<file path="config.mk">
export PLATFORM = sky130hd
export DESIGN_NAME = irq_status_unit
export DESIGN_NICKNAME = d
export VERILOG_FILES = /design/src/rtl/irq_status_pkg.sv /design/src/rtl/irq_status_ctrl.sv /design/src/rtl/irq_status_datapath.sv /design/src/rtl/irq_status_unit.sv
export SDC_FILE = /design/constraint.sdc
export NUM_CORES = 1
export LEC_CHECK = 0
export CAP_MARGIN = 20
export CORE_ASPECT_RATIO = 1.4
export CORE_UTILIZATION = 30
export CTS_CLUSTER_DIAMETER = 50
export DETAILED_ROUTE_END_ITERATION = 10
export GPL_ROUTABILITY_DRIVEN = 0
export PLACE_DENSITY = 0.85
export SETUP_SLACK_MARGIN = 0.1
export SYNTH_ARGS = -nofsm -noshare
export SYNTH_HDL_FRONTEND = slang
export SYNTH_SLANG_ARGS = --single-unit
</file>
<file path="constraint.sdc">
create_clock -name clk -period 1.9 [get_ports clk]
set_input_delay 0.38 -clock clk [delete_from_list [all_inputs] [get_ports clk]]
set_output_delay 0.38 -clock clk [all_outputs]
set_load 0.02 [all_outputs]
</file>
<file path="src/rtl/irq_status_pkg.sv">
package irq_status_pkg;
  localparam int NUM_EVT = 3;
  localparam int NUM_LVL = 2;
  localparam int NUM_SRC = NUM_EVT + NUM_LVL;

  typedef enum logic [2:0] {
    SEL_RAW,
    SEL_ENABLE,
    SEL_MASKED,
    SEL_CLEAR,
    SEL_NONE
  } regSel_e;

  typedef struct packed {
    logic                wrEnable;
    logic                wrClear;
    logic [NUM_SRC-1:0]  wrBits;
    regSel_e             rdSel;
  } ctrlStrobes_t;
endpackage

</file>
<file path="src/rtl/irq_status_ctrl.sv">
module irq_status_ctrl
  import irq_status_pkg::*;
#(
  parameter int ADDR_W = 4,
  parameter int DATA_W = 32
) (
  input  logic              busSel,
  input  logic              busWrite,
  input  logic [ADDR_W-1:0] busAddr,
  input  logic [DATA_W-1:0] busWdata,
  output ctrlStrobes_t      strobes
);
  localparam logic [ADDR_W-1:0] OFF_RAW    = ADDR_W'(4'h0);
  localparam logic [ADDR_W-1:0] OFF_ENABLE = ADDR_W'(4'h4);
  localparam logic [ADDR_W-1:0] OFF_MASKED = ADDR_W'(4'h8);
  localparam logic [ADDR_W-1:0] OFF_CLEAR  = ADDR_W'(4'hC);

  regSel_e sel;
  logic    wrAccess;
  logic    unusedWdata;

  assign unusedWdata = ^busWdata[DATA_W-1:NUM_SRC];
  assign wrAccess    = busSel && busWrite;

  always_comb begin
    case (busAddr)
      OFF_RAW:    sel = SEL_RAW;
      OFF_ENABLE: sel = SEL_ENABLE;
      OFF_MASKED: sel = SEL_MASKED;
      OFF_CLEAR:  sel = SEL_CLEAR;
      default:    sel = SEL_NONE;
    endcase
  end

  always_comb begin
    strobes.rdSel    = sel;
    strobes.wrEnable = wrAccess && (sel == SEL_ENABLE);
    strobes.wrClear  = wrAccess && (sel == SEL_CLEAR);
    strobes.wrBits   = busWdata[NUM_SRC-1:0];
  end
endmodule

</file>
<file path="src/rtl/irq_status_datapath.sv">
module irq_status_datapath
  import irq_status_pkg::*;
#(
  parameter int DATA_W = 32
) (
  input  logic               clk,
  input  logic               rstN,
  input  ctrlStrobes_t       strobes,
  input  logic [NUM_EVT-1:0] evtIn,
  input  logic [NUM_LVL-1:0] lvlIn,
  output logic [DATA_W-1:0]  rdData,
  output logic               irqOut
);
  logic [NUM_EVT-1:0] latched;
  logic [NUM_SRC-1:0] rawBits;
  logic [NUM_SRC-1:0] enReg;
  logic [NUM_SRC-1:0] maskedBits;
  logic               irqReg;

  // Sticky event bits: a pulse outranks a clear in the same cycle.
  for (genvar g = 0; g < NUM_EVT; g++) begin : g_latch
    always_ff @(posedge clk) begin
      if (!rstN)
        latched[g] <= 1'b0;
      else if (evtIn[g])
        latched[g] <= 1'b1;
      else if (strobes.wrClear && strobes.wrBits[NUM_LVL+g])
        latched[g] <= 1'b0;
    end
  end

  always_ff @(posedge clk) begin
    if (!rstN)
      enReg <= '0;
    else if (strobes.wrEnable)
      enReg <= strobes.wrBits;
  end

  assign rawBits    = {latched, lvlIn};
  assign maskedBits = rawBits & enReg;

  always_ff @(posedge clk) begin
    if (!rstN)
      irqReg <= 1'b0;
    else
      irqReg <= |maskedBits;
  end
  assign irqOut = irqReg;

  always_comb begin
    rdData = '0;
    case (strobes.rdSel)
      SEL_RAW:    rdData[NUM_SRC-1:0] = rawBits;
      SEL_ENABLE: rdData[NUM_SRC-1:0] = enReg;
      SEL_MASKED: rdData[NUM_SRC-1:0] = maskedBits;
      default:    rdData = '0;
    endcase
  end
endmodule

</file>
<file path="src/rtl/irq_status_unit.sv">
module irq_status_unit
  import irq_status_pkg::*;
#(
  parameter int ADDR_W = 4,
  parameter int DATA_W = 32
) (
  input  logic              clk,
  input  logic              rstN,
  input  logic              busSel,
  input  logic              busWrite,
  input  logic [ADDR_W-1:0] busAddr,
  input  logic [DATA_W-1:0] busWdata,
  output logic [DATA_W-1:0] busRdata,
  input  logic              evtBrownout,
  input  logic              evtPen,
  input  logic              evtSeqEnd,
  input  logic              fifoWaterHigh,
  input  logic              fifoOverrun,
  output logic              irqOut
);
  ctrlStrobes_t strobes;

  irq_status_ctrl #(.ADDR_W(ADDR_W), .DATA_W(DATA_W)) u_ctrl (
    .busSel   (busSel),
    .busWrite (busWrite),
    .busAddr  (busAddr),
    .busWdata (busWdata),
    .strobes  (strobes)
  );

  irq_status_datapath #(.DATA_W(DATA_W)) u_dp (
    .clk     (clk),
    .rstN    (rstN),
    .strobes (strobes),
    .evtIn   ({evtBrownout, evtPen, evtSeqEnd}),
    .lvlIn   ({fifoWaterHigh, fifoOverrun}),
    .rdData  (busRdata),
    .irqOut  (irqOut)
  );
endmodule

</file>
=== After elaboration in Yosys (flattened, before gate mapping) ===
Index checks and enable logic that the tools add are counted.

* Output and inout bits: 33
* Register bits after elaboration: 9
* Input port bits: 45
* Logic and storage cells: 32

* Reduce and logical (&&, ||, !) cells: 12
* Muxes and demuxes: 8
* Eq/ne operators: 6
* Bitwise gates (word level): 1

{| class="wikitable"
|+ Operators by type and width
! operator !! number
|-
| case mux 5 bit (3 select lines) || 1
|-
| case mux 3 bit (4 select lines) || 1
|-
| == test 4 bit (second input constant) || 2
|-
| == test 3 x 2 -> 1 bit (second input constant) || 2
|-
| logical AND 1 bit || 6
|-
| two-way mux 1 bit || 6
|-
| nonzero test 2 bit || 3
|-
| bitwise AND 5 bit || 1
|-
| OR reduction 5 bit || 1
|-
| == test 4 x 3 -> 1 bit (second input constant) || 1
|-
| logical NOT 4 bit || 1
|-
| == test 3 x 1 -> 1 bit (second input constant) || 1
|-
| logical NOT 3 bit || 1
|}

=== Logic depth before layout (Yosys ltp) ===
Gate-level depths: netlist (run 1).

* Depth in word-level cells: 7
* Gate-level depth with buffers: 4
* Mapped depth without buffers: 3

=== By module ===
From an unflattened synthesis (run 1), not the netlist that was laid out.

* Cells, all modules: 95
* Area total of the unflattened synthesis: 742.0 um^2

{| class="wikitable"
|+ Modules (own cells, without submodules)
! module !! area an instance (um^2) !! cells an instance !! seq. area each (um^2) !! instances
|-
| irq_status_datapath || 664.4 || 82 || 180.2 || 1
|-
| irq_status_ctrl || 77.6 || 13 || 0.0 || 1
|}

=== Worst setup path before layout (run 1) ===
OpenSTA, ideal clock, no wires.

* Path kind: input port to output port
* Start point: input busAddr[3]
* End point: output busRdata[0]
* Path buffers: 0
* Stages on the path: 3
* Slack: 0.460 ns
* Required time: 1.520 ns
* Arrival time: 1.060 ns
* Cells stage by stage: and2b_4 o21ai_0 a21oi_1

* Word-level cells in the longest chain between the ends: 4
* Elaborated cells on any way between the ends: 9
* Classes of those cells: eq/ne: 5; mux: 2; reduce/logical: 2

{| class="wikitable"
|+ RTL lines
! what !! line !! RTL
|-
| start, declared || irq_status_unit.sv:11 || <nowiki>input logic [ADDR_W-1:0] busAddr,</nowiki>
|-
| == test 4 bit, or another cell as far along || irq_status_ctrl.sv:26 || <nowiki>case (busAddr)</nowiki>
|-
| case mux 3 bit (4 select lines) (*) || irq_status_ctrl.sv:26 ||
|-
| == test 3 x 2 -> 1 bit, or another cell as far along || irq_status_datapath.sv:52 || <nowiki>case (strobes.rdSel)</nowiki>
|-
| case mux 5 bit (3 select lines) (*) || irq_status_datapath.sv:52 ||
|-
| end, declared || irq_status_unit.sv:13 || <nowiki>output logic [DATA_W-1:0] busRdata,</nowiki>
|}

Every way passes the cells marked *; elsewhere a longest branch is shown, timed or not.

=== Final worst setup path (run 1) ===
* Start point: input busAddr[1]
* End point: output busRdata[1]

The elaborated chain is that of the path after synthesis.

==> run summary, run 1 <==
I/O pin count: 78
Ys Warns: 0
Setup Fix Bufs, Post-CTS: 0
Layout Skew: 0.388 ps
clock sinks: 9
kind of end point of the critical path: output port
met3 WL: 152 um
# H-tree levels: 1
most common cell after layout, fill and taps aside: conb_1
setup TNS: 0 ps
share of cells above drive strength 1: 0.127
die height: 60.1 um
First DRT Iteration DRCs: 15
Rows: 20
Peak VDD IR: 0.280 mV
CP max stage cell: clkdlybuf4s50_1
Final Cell Area: 893 um2
largest family of logic cells by synthesized area: buffers and inverters
area grow syn2layout: 23.5%
vias in the first global route: 553
port bufs: 23
post-synthesis mux area share: 0.0692
Crit path largest cell delay: 420 ps
max-slew violations: 0
Placed Area: 875 um2
Setup-failing EPs final: 0
CP Max Fanout: 5
Worst-Skew Late Latency: 260 ps
Detailed Place HPWL: 1140 um
Final Critical Period: 1730 ps
fin crit share: 0.912
Min-Delay Path Class: flip-flop to flip-flop
Worst EP arrival: 1350 ps
MaxCap Viol Count: 0
synth unique cells: 22
routed len/inst: 9.80 um
cells after synthesis: 92
Post-Synth Simple-Gate Area: 0.235
n_diodes: 0
fin util: 0.401
Placed Instances: 136
wl on met1: 514 um
Leakage Power: 0.387 nW
post-synthesis compound-gate area fraction: 0.138
register bit total from synthesis: 9
Tot Pwr: 475 uW
RSZ-0062 raised after global routing: true
wire length of the first global-routing pass: 2300 um
failing checks: DRC
met2 wire length: 674 um
CP Class: primary input to output port
final setup margin: 167 ps
GRT Util Overall: 0.120
Post-Synth Adder-Cell Area: 0
Clock Path Buffers: 2
Hold-fix buffers, CTS: 0
startpoint types: primary input
FMAX: 577 MHz
Pre-Repair DR Iteration Count: 7
synthesized area: 723 um2
critical-path cell list: clkdlybuf4s50_1 > or2_4 > a21oi_1 > buf_4
CTS Buf Count: 3
initial antenna violation count: 0
Die W: 43.5 um
buffer and inverter count on the worst path: 2
final WL: 1370 um
Vias/cell: 4.32
worst slack, placed: -506 ps
uppermost layer routed: met4
commonest non-fill, non-tap cells in the layout: 27 x conb_1, 16 x nand2_1, 15 x clkdlybuf4s50_1
gr ovfl total: 0
fin cells: 140
CTS tree: built
final-stage net count: 164
Power per Cell Area: 532 mW/mm2
largest net degree at the start of global routing: 15
average cell area after synthesis: 7.86 um2
status: finished, violations left
CTS root buffer: clkbuf_4
antenna-violating nets left: 0
register clock-pin slew on the reported worst setup and hold paths: 60 ps
CP Data Required Time: 1520 ps
die area: 0.00261 mm2
post-synthesis sequential area ratio: 0.249
Post-Synth XOR/XNOR Area: 0
area of the core: 0.00223 mm2
Via Count: 605
Starting Density: 0.325
Final Hold Fails: 0
cell family with most CP delay: buffers and inverters
hold slack final: 485 ps
DRC: 10
[state kept, by name, summed over array words and instances (netlist names)]
| name | count |
|---|---|
| u_dp.enReg | 5 |
| u_dp.latched | 3 |
| u_dp.irqOut | 1 |
[power breakdown]
group          leakage (nW)  switching (mW)  internal [mW]
clock network        0.0150          0.0670         0.0809
registers            0.0735         0.00533          0.194
logic                 0.299          0.0775         0.0498
total                 0.387           0.150          0.325
[worst reg2reg max path, stage by stage (launching register included)]
cell,delay [ps]
dfxtp_1,340
a222oi_1,330
a21boi_0,130
[layout make-up]
| type | count | area, um2 |
|---|---|---|
| Clock buffer | 4 | 26.3 |
| Timing Repair Buffer | 25 | 233 |
| Multi-Input combinational cell | 80 | 427 |
| Fill cell | 245 | 1330 |
| Sequential cell | 9 | 180 |
| Tap cell | 22 | 27.5 |
[timing repair]
item,in CTS,in global routing
gates resized for setup,31,2
endpoints found under the setup margin,5,5
pin swaps,0,1
[synth_stat cells, drive strengths merged]
cell type / number / area [um2]
buf: 29 / 219
nand2: 16 / 60.1
dfxtp: 9 / 180
a21oi: 8 / 40.0
o21ai: 7 / 35.0
mux2i: 5 / 50.1
and2b: 3 / 25.0
nor3b: 3 / 22.5
nor2b: 2 / 12.5
a21boi: 1 / 7.51
a222oi: 1 / 10.0
a22oi: 1 / 7.51
and2: 1 / 8.76
and4bb: 1 / 16.3
conb: 1 / 3.75
nand3b: 1 / 7.51
nor2: 1 / 3.75
or2: 1 / 6.26
or2b: 1 / 7.51
[layer usage]
layer / track usage / vias to the layer above
met2: 0.216 / 42
met1: 0.123 / 256
met4: 0.0804 / 0
met5: 0 / -
li1: - / 305
met3: 0.0211 / 2
[logic make-up after synthesis]
group	Yosys count
buf+inv	29
simple gates	30
mux	5
compound gates	18
flops	9
other cells	1
[final timing paths]
| path | startpoint | to | slack [ps] | cells past startpoint |
|---|---|---|---|---|
| max | busAddr[1] | busRdata[1] | 170 | 4 |
| min | u_dp.enReg[1] | u_dp.enReg[1] | 480 | 2 |
| max reg2reg | u_dp.latched[2] | u_dp.irqOut | 970 | 2 |
| min reg2reg | u_dp.enReg[1] | u_dp.enReg[1] | 480 | 2 |
Note: power is estimated with default switching activity, not from simulation.
==> inputs of run 2 (changes only) <==
--- a/config.mk
+++ b/config.mk
@@ -8,4 +8,6 @@
 export CAP_MARGIN = 20
+export CELL_PAD_IN_SITES_DETAIL_PLACEMENT = 1
+export CELL_PAD_IN_SITES_GLOBAL_PLACEMENT = 1
 export CORE_ASPECT_RATIO = 1.4
-export CORE_UTILIZATION = 30
+export CORE_UTILIZATION = 19
 export CTS_CLUSTER_DIAMETER = 50
@@ -13,3 +15,3 @@
 export GPL_ROUTABILITY_DRIVEN = 0
-export PLACE_DENSITY = 0.85
+export PLACE_DENSITY = 0.86
 export SETUP_SLACK_MARGIN = 0.1
--- a/constraint.sdc
+++ b/constraint.sdc
@@ -3,2 +3,2 @@
 set_output_delay 0.38 -clock clk [all_outputs]
-set_load 0.02 [all_outputs]
+set_load 0.01 [all_outputs]
==> run 2 against run 1 <==
  * The flow now finishes without violations
  * Clock-buffer cell count is the same
  * Worst hold slack worse by 6.5 ps
  * Final cell count grew 14%
  * Highest routed layer unchanged
==> run summary, run 2 (synthesized netlist as in run 1, its figures left out) <==
First DRT Iteration DRCs: 13 (was 15)
Power per Cell Area: 561 mW/mm2 (was 532 mW/mm2)
Final Critical Period: 1730 ps (about the same)
Crit path largest cell delay: 410 ps (was 420 ps)
reg-to-reg slack, setup: 960 ps (was 970 ps)
initial antenna violation count: 0 (unchanged)
I/O pin count: 78 (unchanged)
FMAX: 580 MHz (was 577 MHz)
CTS Buf Count: 3 (unchanged)
CP startpoint: busAddr[1] (unchanged)
Pre-Repair DR Iteration Count: 4 (was 7)
commonest non-fill, non-tap cells in the layout: 27 x conb_1, 16 x nand2_1, 14 x clkdlybuf4s50_1 (was 27 x conb_1, 16 x nand2_1, 15 x clkdlybuf4s50_1)
Starting Density: 0.198 (was 0.325)
die height: 75.0 um (was 60.1 um)
CP Max Fanout: 5 (unchanged)
Setup-failing EPs final: 0 (unchanged)
CP max stage cell: clkdlybuf4s50_1 (unchanged)
area grow syn2layout: 27.2% (was 23.5%)
fin util: 0.252 (was 0.401)
final-stage net count: 164 (unchanged)
Tot Pwr: 516 uW (was 475 uW)
Detailed Place HPWL: 1370 um (was 1140 um)
Peak VDD IR: 0.171 mV (was 0.280 mV)
Hold Path Depth: 2 (unchanged)
gr ovfl total: 0 (unchanged)
Vias/cell: 3.91 (was 4.32)
Setup Fix Bufs, Post-CTS: 0 (unchanged)
critical-path cell list: clkdlybuf4s50_1 > or2_4 > a21oi_1 > buf_2 (was clkdlybuf4s50_1 > or2_4 > a21oi_1 > buf_4)
wire length of the first global-routing pass: 2450 um (was 2300 um)
clock sinks: 9 (unchanged)
vias in the first global route: 594 (was 553)
Placed Instances: 156 (was 136)
worst r2r src: u_dp.latched[2] (unchanged)
GRT Util Overall: 0.0839 (was 0.120)
Leakage Power: 0.388 nW (was 0.387 nW)
Placed Area: 900 um2 (was 875 um2)
Min-Delay Path Class: flip-flop to flip-flop (unchanged)
kind of end point of the critical path: output port (unchanged)
max-slew violations: 0 (unchanged)
# H-tree levels: 1 (unchanged)
MaxCap Viol Count: 0 (unchanged)
Largest Register: u_dp.enReg (unchanged)
area of the core: 0.00364 mm2 (was 0.00223 mm2)
DRC: 0 (was 10)
CTS tree: built (unchanged)
status: finished clean (was finished, violations left)
Worst-Skew Late Latency: 230 ps (was 260 ps)
routed len/inst: 10.0 um (was 9.80 um)
Clock Path Buffers: 2 (unchanged)
Rows: 26 (was 20)
most common cell after layout, fill and taps aside: conb_1 (unchanged)
CP Data Required Time: 1520 ps (about the same)
Largest register FFs: 5 (unchanged)
hold_sp: u_dp.enReg[4] (was u_dp.enReg[1])
Via Count: 625 (was 605)
register clock-pin slew on the reported worst setup and hold paths: 40 ps (was 60 ps)
final WL: 1600 um (was 1370 um)
fin crit share: 0.908 (was 0.912)
reg2reg end: u_dp.irqOut (unchanged)
n_diodes: 0 (unchanged)
Final Cell Area: 920 um2 (was 893 um2)
Worst EP arrival: 1350 ps (about the same)
share of cells above drive strength 1: 0.144 (was 0.127)
worst reg2reg path depth: 2 (unchanged)
port bufs: 23 (unchanged)
die area: 0.00406 mm2 (was 0.00261 mm2)
antenna-violating nets left: 0 (unchanged)
Final Hold Fails: 0 (unchanged)
Min-Delay Endpoint: u_dp.enReg[4] (was u_dp.enReg[1])
CTS root buffer: clkbuf_8 (was clkbuf_4)
hold slack final: 478 ps (was 485 ps)
Layout Skew: 0.450 ps (was 0.388 ps)
fin cells: 160 (was 140)
CP Class: primary input to output port (unchanged)
startpoint types: primary input (unchanged)
Die W: 54.1 um (was 43.5 um)
RSZ-0062 raised after global routing: false (was true)
largest net degree at the start of global routing: 15 (unchanged)
-- run 2: cell types whose count changed in the layout (fill, tap and decap cells not counted), moves of 3 or more --
cell / previous run / this run
buf_4: 7 / 2
clkbuf_8: 0 / 3
clkbuf_4: 3 / 0
buf_2: 0 / 5
-- run 2: worst max-delay path: cells and delay by family --
| kind | cells | cell delay (ps) |
|---|---|---|
| simple gates | 1 | 280 |
| buf+inv | 2 | 560 |
| compound gates | 1 | 130 |
-- run 2: routing by layer --
metal | global-route usage | part of all wire
met1 | 0.0876 | 0.37
met2 | 0.154 | 0.52
met3 | 0.0202 | 0.094
met4 | 0.0342 | 0.013
met5 | 0 | 0
-- run 2: worst max-delay path by stage --
stage	to	slack, ps	cells after the start
2_1_floorplan	busRdata[0]	600	3
3_3_place_gp	busRdata[0]	-490	5
3_5_place_dp	busRdata[0]	-510	5
4_1_cts	busRdata[0]	70	4
5_1_grt	busRdata[3]	110	4
6_report	busRdata[4]	170	4
-- run 2: repair_timing --
action	CTS	global route
gates resized for setup	27	4
hold endpoints to repair	0	0
hold buffers	0	0
setup endpoints to repair	5	2
-- run 2: through the flow --
| step | setup WS [ps] | TNS, ps |
|---|---|---|
| after global placement | -485 | -2180 |
| after floorplan | 599 | 0 |
| after global routing | 110 | 0 |
| after CTS | 68.5 | 0 |
| after detailed placement | -509 | -2340 |
| final | 175 | 0 |
-- run 2: where the power goes --
part / internal [mW] / switching [mW] / leakage, nW
sequential: 0.195 / 0.00544 / 0.0735
combinational: 0.0475 / 0.0548 / 0.292
clock: 0.145 / 0.0678 / 0.0228
total: 0.388 / 0.128 / 0.388
-- run 2: cell type report --
cell class              instances  area [um2]
multi-input cells              80         430
fillers                       477        2720
repair buffers                 25         211
clock buffers                   4        45.0
well taps                      42        52.6
flip-flops and latches          9         180
